`src/rtl/brq_pkg.sv`:
```
// Package: brq_pkg
// Purpose: shared default sizes for the branch destination trace queue.
// Assumes: the read word is wide enough to hold the flag and the address.
package brq_pkg;
    localparam int BRQ_DEPTH  = 8;
    localparam int BRQ_ADDR_W = 28;
    localparam int BRQ_WORD_W = 32;
endpackage

```
`src/rtl/brq_slot.sv`:
```
// Module: brq_slot
// Purpose: one queue entry, made of a valid flag with reset and an address
//          register without reset.
// Assumes: load has priority over clr; reset touches only the flag.
module brq_slot #(
    parameter int ADDR_W = 28
) (
    input  logic              clk,
    input  logic              rst_n,
    input  logic              load,
    input  logic              clr,
    input  logic              in_v,
    input  logic [ADDR_W-1:0] in_a,
    output logic              v,
    output logic [ADDR_W-1:0] a
);
    // Flag update: reset clears the flag, a shift loads it, a read clears it.
    always_ff @(posedge clk) begin
        if (!rst_n)    v <= 1'b0;
        else if (load) v <= in_v;
        else if (clr)  v <= 1'b0;
    end

    // Address update: only a shift loads it, and it keeps its value through reset.
    always_ff @(posedge clk) begin
        if (rst_n && load) a <= in_a;
    end
endmodule

```
`src/rtl/brq_ctrl.sv`:
```
// Module: brq_ctrl
// Purpose: turns the strobes and the read select into per-entry controls.
// Assumes: rd_idx < DEPTH; a capture overrides an in-place flag clear.
module brq_ctrl #(
    parameter int DEPTH = 8,
    localparam int IDX_W = $clog2(DEPTH)
) (
    input  logic             cap_strobe,
    input  logic             rd_strobe,
    input  logic [IDX_W-1:0] rd_idx,
    output logic             shift,
    output logic [DEPTH-1:0] hit,
    output logic [DEPTH-1:0] clr
);
    // Decode: one-hot hit of the entry being read, and in-place clears when there is no shift.
    always_comb begin
        shift = cap_strobe;
        hit   = '0;
        if (rd_strobe) hit[rd_idx] = 1'b1;
        clr   = cap_strobe ? '0 : hit;
    end
endmodule

```
`src/rtl/brq_rdfmt.sv`:
```
// Module: brq_rdfmt
// Purpose: selects one entry and packs it into the read word.
// Assumes: WORD_W > ADDR_W, with the flag in the top bit and zero fill between.
module brq_rdfmt #(
    parameter int DEPTH  = 8,
    parameter int ADDR_W = 28,
    parameter int WORD_W = 32,
    localparam int IDX_W = $clog2(DEPTH)
) (
    input  logic [DEPTH-1:0]             v,
    input  logic [DEPTH-1:0][ADDR_W-1:0] a,
    input  logic [IDX_W-1:0]             idx,
    output logic [WORD_W-1:0]            word
);
    // Pack: the flag goes to the MSB, the address to the low bits, the rest is zero.
    always_comb begin
        word               = '0;
        word[WORD_W-1]     = v[idx];
        word[ADDR_W-1:0]   = a[idx];
    end
endmodule

```
`src/rtl/brtrace_queue.sv`:
```
// Module: brtrace_queue
// Purpose: eight-entry branch destination history that shifts on every
//          capture; reading an entry consumes its valid flag.
// Assumes: strobes are synchronous to clk; rd_idx selects an entry, 0 = newest.
module brtrace_queue #(
    parameter int DEPTH  = brq_pkg::BRQ_DEPTH,
    parameter int ADDR_W = brq_pkg::BRQ_ADDR_W,
    parameter int WORD_W = brq_pkg::BRQ_WORD_W,
    localparam int IDX_W = $clog2(DEPTH)
) (
    input  logic              clk,
    input  logic              rst_n,
    input  logic              cap_strobe,
    input  logic [ADDR_W-1:0] cap_addr,
    input  logic              rd_strobe,
    input  logic [IDX_W-1:0]  rd_idx,
    output logic [WORD_W-1:0] rd_data
);
    logic                         shift;
    logic [DEPTH-1:0]             hit;
    logic [DEPTH-1:0]             clr;
    logic [DEPTH-1:0]             slot_v;
    logic [DEPTH-1:0][ADDR_W-1:0] slot_a;
    logic [DEPTH-1:0]             in_v;
    logic [DEPTH-1:0][ADDR_W-1:0] in_a;

    brq_ctrl #(.DEPTH(DEPTH)) u_ctrl (
        .cap_strobe (cap_strobe),
        .rd_strobe  (rd_strobe),
        .rd_idx     (rd_idx),
        .shift      (shift),
        .hit        (hit),
        .clr        (clr)
    );

    // Shift sources: entry 0 takes the capture; each older entry takes its neighbour, with the flag dropped if that neighbour is being read.
    always_comb begin
        in_v[0] = 1'b1;
        in_a[0] = cap_addr;
        for (int i = 1; i < DEPTH; i++) begin
            in_v[i] = slot_v[i-1] & ~hit[i-1];
            in_a[i] = slot_a[i-1];
        end
    end

    for (genvar g = 0; g < DEPTH; g++) begin : g_slot
        brq_slot #(.ADDR_W(ADDR_W)) u_slot (
            .clk   (clk),
            .rst_n (rst_n),
            .load  (shift),
            .clr   (clr[g]),
            .in_v  (in_v[g]),
            .in_a  (in_a[g]),
            .v     (slot_v[g]),
            .a     (slot_a[g])
        );
    end

    brq_rdfmt #(
        .DEPTH  (DEPTH),
        .ADDR_W (ADDR_W),
        .WORD_W (WORD_W)
    ) u_rdfmt (
        .v    (slot_v),
        .a    (slot_a),
        .idx  (rd_idx),
        .word (rd_data)
    );
endmodule

```
`config.mk`:
```
export PLATFORM = sky130hd
export DESIGN_NAME = brtrace_queue
export DESIGN_NICKNAME = d
export VERILOG_FILES = /design/src/rtl/brq_pkg.sv /design/src/rtl/brq_slot.sv /design/src/rtl/brq_ctrl.sv /design/src/rtl/brq_rdfmt.sv /design/src/rtl/brtrace_queue.sv
export SDC_FILE = /design/constraint.sdc
export NUM_CORES = 1
export LEC_CHECK = 0
export BUFFER_PORTS_ARGS = -buffer_cell sky130_fd_sc_hd__buf_2
export CORE_MARGIN = 2
export CORE_UTILIZATION = 64
export DETAILED_ROUTE_END_ITERATION = 10
export GPL_ROUTABILITY_DRIVEN = 0
export PLACE_DENSITY = 0.87
export SYNTH_ARGS = -nofsm -noshare
export SYNTH_HDL_FRONTEND = slang
export SYNTH_SLANG_ARGS = --single-unit
export TNS_END_PERCENT = 30
```
`constraint.sdc`:
```
create_clock -name clk -period 16.4 [get_ports clk]
set_input_delay 3.28 -clock clk [delete_from_list [all_inputs] [get_ports clk]]
set_output_delay 3.28 -clock clk [all_outputs]
set_load 0.02 [all_outputs]
```
==> results of run 1 <==
-- area by class of cell --
type	count	area [µm²]
Sequential cell	232	6890
Fill cell	766	3640
Multi-Input combinational cell	244	2050
Clock buffer	25	583
Timing Repair Buffer	70	370
Tap cell	180	225
Clock inverter	16	161
Inverter	5	18.8
-- cell usage after synthesis, drive strengths merged (2+ instances only) --
cell    count  area share, %
a22oi      54            4.4
a222oi      2           0.22
inv         5           0.21
o21ai       3           0.16
nor2        3           0.15
nor2b       6           0.44
buf        31            2.2
o21a        2           0.16
nand3       5           0.27
clkbuf      2          0.082
a21boi      6           0.49
mux2       86             11
and2        2           0.14
edfxtp    224             74
dfxtp       8            1.8
o311ai      5           0.48
nand2      28            1.1
o211ai     26            2.1
a221oi      2           0.19
a211o       2           0.19
-- flip-flops by register name (all words and copies together), names as in the netlist --
name             count
g_slot.u_slot.v      8
g_slot.u_slot.a    224
-- power by group --
part           internal, mW  switching, mW
sequential            0.675         0.0109
combinational        0.0295         0.0527
clock                 0.304          0.216
-- critical path, stage by stage --
cell and delay (ns):
buf_4 0.33, buf_4 0.78, nor3b_4 1.04, a222oi_1 0.27
o21ai_1 0.15, buf_2 0.20
-- stage by stage --
stage / instance area (µm²) / hold slack [ns] / total power [mW] / util (%) / instances
after floorplan: 9150 / 0.419 / 0.756 / - / 514
after global placement: 9550 / 0.424 / 0.774 / 68.5 / 731
after detailed placement: 9550 / 0.428 / 0.779 / 68.5 / 731
after CTS: 10300 / 0.441 / 1.29 / 73.9 / 772
after global routing: 10300 / 0.451 / 1.33 / 73.9 / 772
final: 10300 / 0.441 / 1.29 / 73.9 / 772
-- worst max-delay path by stage --
stage                     from  slack, ns                         endpoint  depth (start not counted)
floorplan           cap_strobe       7.16  g_slot[0].u_slot.a[0]$_DFFE_PP_                          2
CTS                  rd_idx[0]       6.98                       rd_data[9]                          6
global placement     rd_idx[0]       7.02                       rd_data[9]                          6
global route         rd_idx[0]       6.80                       rd_data[9]                          6
finish               rd_idx[0]       7.03                       rd_data[9]                          6
detailed placement   rd_idx[0]       6.98                       rd_data[9]                          6
-- layer usage --
layer  track usage [%]  wire length (µm)  vias to the layer above  share of wire, %
met2              36.6              8550                      215                49
met4              10.6               468                        0               2.7
met3              4.47              1140                       41               6.6
li1                  -                 -                     2190                 -
met5                 0                 0                        -                 0
met1              32.8              7130                     2505                41
-- kinds of logic (layout without fill, tap and decap cells) --
logic type / after synthesis / in the layout / share of synthesized area, %
mux: 87 / 87 / 10.7
buf+inv: 38 / 116 / 2.49
compound gates: 105 / 105 / 8.72
flops: 232 / 232 / 75.3
other cells: 1 / 3 / 0.0410
simple gates: 49 / 49 / 2.68
==> key figures, run 1 <==
Global routing
  – Number of global-route vias before repair: slightly above 5000
  – Number of antenna violations at the first check in global routing: 0
  – Global routing usage summed across all routing layers: 23.5%
  – Pin count of the biggest net entering global routing: between 80 and 90
  – Total overflow reported by the global router: 0
  – Wire length of the first global-routing pass: 27100 µm

Synthesis
  – Post-synthesis average cell area: between 15 and 20 µm²
  – Register area share after synthesis: around 75%
  – Synthesized instance count: about 500
  – Number of synthesis warnings: 0
  – Count of flip-flops with a built-in enable after synthesis: between 200 and 250
  – Flops & latches, synth: 232
  – Mapped Area: 9140 µm²
  – Share of synthesized flip-flops with an asynchronous set or reset: 0%
  – Number of different library cells in the post-synthesis netlist: 40
  – Primary FF master, synth: edfxtp_1

Setup path
  – Reg2reg start: g_slot[0].u_slot.v$_SDFFE_PN0P_
  – Path type of the worst setup path: input pin to primary output
  – Worst path required time: 13.12 ns
  – Worst EP arrival: roughly 6.1 ns
  – CP max FO: 71
  – Flop-to-flop setup slack: 15.54 ns
  – Setup crit end kind: primary output
  – Worst R2R End: g_slot[1].u_slot.v$_SDFFE_PN0P_
  – Depth of the most critical reg-to-reg path: 3
  – Critical path startpoint category: input pin

Timing
  – Setup repair after global routing missed its margin: no
  – Final setup violation count: 0
  – Final worst setup slack: 7.03 ns
  – Number of failing hold endpoints at the final stage: 0
  – Final period utilization: between 50% and 60%
  – Final Skew: 0.00590 ns
  – Fmax: between 100 and 150 MHz
  – Fin Setup TNS: 0 ns
  – Minimum clock period after layout: approximately 9.4 ns
  – Final count of pins violating max slew: 0
  – Least-Margin Pin Slew: about 1.3 ns
  – Rel. slew slack: roughly an eighth

Clocking
  – Clock latency of the later-clocked register in the worst-skew pair: around 0.50 ns
  – Clock transition at the registers of the reported paths: 0.06 ns
  – Hold-fix buffers at CTS: 0
  – Number of post-CTS setup repair buffers: 0
  – Count of instances resized after the clock tree is built: 0
  – Clock Root Buffer: clkbuf_16
  – Number of buffers added by the clock tree synthesis step: 23
  – Clock Path Buffers: 3
  – CTS sink count: approximately 230
  – Number of H-tree branching levels: 1
  – TritonCTS clock tree: built

Drt
  – Number of iterations in the first detailed-routing pass: 5
  – Routed len/inst: 22.4 µm
  – Final antenna-violating net count: 0
  – Detailed-route vias per instance: about 6.4
  – DRC Markers: 0
  – Starting DRT DRC Count: approximately 700
  – Count of vias placed by the detailed router: approximately 5000
  – Total length of routed wires: 17300 µm

Die
  – Std-Cell Rows: 43
  – Die height: roughly 120 µm
  – Total Die Area: around 15000 µm²
  – Die W: approximately 120 µm
  – Core footprint: between 10000 and 15000 µm²
  – Boundary pin count: 67
  – Initial core utilization: 65.6%

Power and ir drop
  – PwrDens: 125 nW/µm²
  – Worst IR Drop VDD: approximately 0.094 mV
  – Leak Pwr: around 3.4 nW

Finish
  – Synth-to-Final Area Change: 12.6%
  – Post-layout net count: about 600
  – Leading cell types in the layout, fill and taps excluded: edfxtp_1, buf_2, a22oi_1, mux2_2, mux2_1
  – Most common library cell in the layout ignoring fill and taps: edfxtp_1
  – Diodes inserted: 0
  – Fraction of layout cells with a size suffix above 1: between 20% and 30%

Place
  – Worst setup timing slack at the placement stage: about 7.0 ns
  – Count of port buffers added during placement: 63
  – HPWL Detailed: 9320 µm

Run
  – Max-cap violations: 0

Hold path
  – Critical hold path startpoint: g_slot[3].u_slot.a[27]$_DFFE_PP_
  – Path category of the worst min-delay check: flop to flop
  – WHS Endpoint: g_slot[4].u_slot.a[27]$_DFFE_PP_
  – Hold Path Stages: 0

Status
  – Outcome: complete, no violations
No activity file was read; power rests on OpenSTA's default activity.
==> inputs of run 2 (changes only) <==
- CORE_UTILIZATION: 64 -> 54
- PLACE_DENSITY: 0.87 -> 0.79
- clock period: 16.4 -> 8.3 ns (I/O delays scaled with it)
==> run 2 against run 1 <==
Net effect: non-clock buffer count down 2; worst hold slack worse by 0.0018 ns; global-route usage down 4.6 points; via count shrank 2.3%; critical path type unchanged; largest cell class unchanged; highest routed layer unchanged.
==> key figures, run 2 (synthesis gave the netlist of run 1 again) <==
Die
  – Std-Cell Rows: 47 (was 43)
  – Die height: 134 µm (was 124 µm)
  – Core footprint: 16600 µm² (was 13900 µm²)
  – Boundary pin count: 67 (unchanged)
  – Die W: 134 µm (was 124 µm)
  – Total Die Area: 18000 µm² (was 15300 µm²)
  – Initial core utilization: 55.1% (was 65.6%)

Setup path
  – Worst EP arrival: 4.00 ns (was 6.09 ns)
  – Depth of the most critical reg-to-reg path: 3 (unchanged)
  – Path type of the worst setup path: input pin to primary output (unchanged)
  – Reg2reg start: g_slot[1].u_slot.v$_SDFFE_PN0P_ (was g_slot[0].u_slot.v$_SDFFE_PN0P_)
  – Worst path required time: 6.64 ns (was 13.12 ns)
  – Setup crit end kind: primary output (unchanged)
  – CP Launch Point: rd_idx[1] (was rd_idx[0])
  – CP max FO: 42 (was 71)
  – Critical path startpoint category: input pin (unchanged)

Finish
  – Most common library cell in the layout ignoring fill and taps: edfxtp_1 (unchanged)
  – Flip-flop count of the largest register after layout: 224 (unchanged)
  – Post-layout net count: 609 (was 611)
  – Synth-to-Final Area Change: 12.0% (was 12.6%)
  – Area of combinational cells with multiple inputs: 2050 µm² (about the same)
  – Register with the most flip-flops: g_slot.u_slot.a (unchanged)
  – Final Non-Filler Cells: 808 (was 772)
  – Leading cell types in the layout, fill and taps excluded: edfxtp_1, buf_2, a22oi_1, mux2_2, mux2_1 (unchanged)
  – Diodes inserted: 0 (unchanged)
  – Fraction of layout cells with a size suffix above 1: 25.5% (was 27.0%)
  – Regs by FF count: g_slot.u_slot.a: 224 flops, g_slot.u_slot.v: 8 flops (unchanged)
  – Register cell area after layout: 6890 µm² (unchanged)
  – Filler Cell Count: 1212 (was 766)

Timing
  – Setup repair after global routing missed its margin: no (unchanged)
  – Minimum clock period after layout: about 5.7 ns
  – Number of failing hold endpoints at the final stage: 0 (unchanged)
  – WHS: 0.439 ns (was 0.441 ns)
  – Final count of pins violating max slew: 0 (unchanged)
  – Rel. slew slack: 18.5% (was 13.4%)
  – Fin Setup TNS: 0 ns (unchanged)
  – Final period utilization: between 60% and 70%
  – Fmax: between 150 and 200 MHz
  – Final setup violation count: 0 (unchanged)
  – Final Skew: 0.00788 ns (was 0.00590 ns)
  – Least-Margin Pin Slew: 1.22 ns (was 1.30 ns)

Clocking
  – Number of post-CTS setup repair buffers: 0 (unchanged)
  – Number of buffers added by the clock tree synthesis step: 23 (unchanged)
  – CTS sink count: 232 (unchanged)
  – Clock transition at the registers of the reported paths: 0.06 ns (about the same)
  – Clock latency of the later-clocked register in the worst-skew pair: 0.50 ns (about the same)
  – Number of H-tree branching levels: 1 (unchanged)
  – Clock Path Buffers: 3 (unchanged)
  – Hold-fix buffers at CTS: 0 (unchanged)
  – TritonCTS clock tree: built (unchanged)
  – Clock Root Buffer: clkbuf_16 (unchanged)
  – Count of instances resized after the clock tree is built: 0 (unchanged)

Global routing
  – Pin count of the biggest net entering global routing: 225 (was 82)
  – Wire length of the first global-routing pass: 27100 µm (about the same)
  – Number of global-route vias before repair: 4981 (was 5089)
  – Global routing usage summed across all routing layers: 19.0% (was 23.5%)
  – Total overflow reported by the global router: 0 (unchanged)
  – Number of antenna violations at the first check in global routing: 0 (unchanged)

Hold path
  – Critical hold path startpoint: g_slot[6].u_slot.a[19]$_DFFE_PP_ (was g_slot[3].u_slot.a[27]$_DFFE_PP_)
  – Path category of the worst min-delay check: flop to flop (unchanged)
  – Hold Path Stages: 0 (unchanged)

Place
  – HPWL Detailed: 9570 µm (was 9320 µm)
  – Cell Count Post-Placement: 769 (was 731)
  – Count of port buffers added during placement: 63 (unchanged)

Drt
  – Starting DRT DRC Count: 494 (was 697)
  – Count of vias placed by the detailed router: 4835 (was 4951)
  – Final antenna-violating net count: 0 (unchanged)
  – DRC Markers: 0 (unchanged)
  – Number of iterations in the first detailed-routing pass: 5 (unchanged)
  – Routed len/inst: 20.7 µm (was 22.4 µm)
  – Detailed-route vias per instance: 5.98 (was 6.41)
  – Total length of routed wires: 16700 µm (was 17300 µm)

Power and ir drop
  – PwrDens: 236 nW/µm² (was 125 nW/µm²)
  – Worst IR Drop VDD: 0.153 mV (was 0.0944 mV)
  – Overall power of the completed layout: 2.42 mW (was 1.29 mW)
  – Leak Pwr: 3.41 nW (was 3.44 nW)

Status
  – Outcome: complete, no violations (unchanged)

Run
  – Max-cap violations: 0 (unchanged)
[run 2: changes by cell type in the layout (fill, tap and decap cells not counted), sizes merged]
cell and delta:
bufinv -3, clkbuf +5, clkinv +1, clkinvlp -5
buf -2
[run 2: metrics by stage]
stage	setup WS [ns]	instance area (µm²)	util, %
3_3_place_gp	2.73	9600	57.9
6_report	2.64	10200	61.7
4_1_cts	2.65	10200	61.7
5_1_grt	2.57	10200	61.7
3_5_place_dp	2.66	9600	57.9
2_1_floorplan	0.677	9150	-
[run 2: cell type report]
type                            count  area share (%)
Clock buffer                       30            5.88
Clock inverter                      9           0.367
Inverter                            5           0.183
Multi-Input combinational cell    244            20.0
Sequential cell                   232            67.3
Tap cell                          220            2.69
Timing Repair Buffer               68            3.59
[run 2: path summary, 6_finish.rpt]
kind                                       to  slack, ns
max                               rd_data[27]       2.64
min          g_slot[7].u_slot.a[19]$_DFFE_PP_       0.44
max reg2reg   g_slot[2].u_slot.v$_SDFFE_PN0P_       7.41
min reg2reg  g_slot[7].u_slot.a[19]$_DFFE_PP_       0.44
[run 2: per-layer routing]
| metal | vias to the layer above | global-route usage, % | share of wire, % |
|---|---|---|---|
| met3 | 28 | 2.95 | 5.9 |
| met4 | 0 | 4.33 | 1.7 |
| met2 | 185 | 31.0 | 48 |
| met1 | 2443 | 27.3 | 44 |
| met5 | - | 0 | 0 |
| li1 | 2179 | - | - |
[run 2: power by group]
group	total, mW	switching (mW)	internal, mW
combinational	0.162	0.103	0.0586
clock	0.902	0.396	0.506
sequential	1.35	0.0207	1.33
total	2.42	0.520	1.90
[run 2: critical path: stages]
cell,delay [ns]
buf_2,0.73
and2_1,0.57
buf_4,0.41
a22oi_1,0.16
o211ai_1,0.22
buf_2,0.23
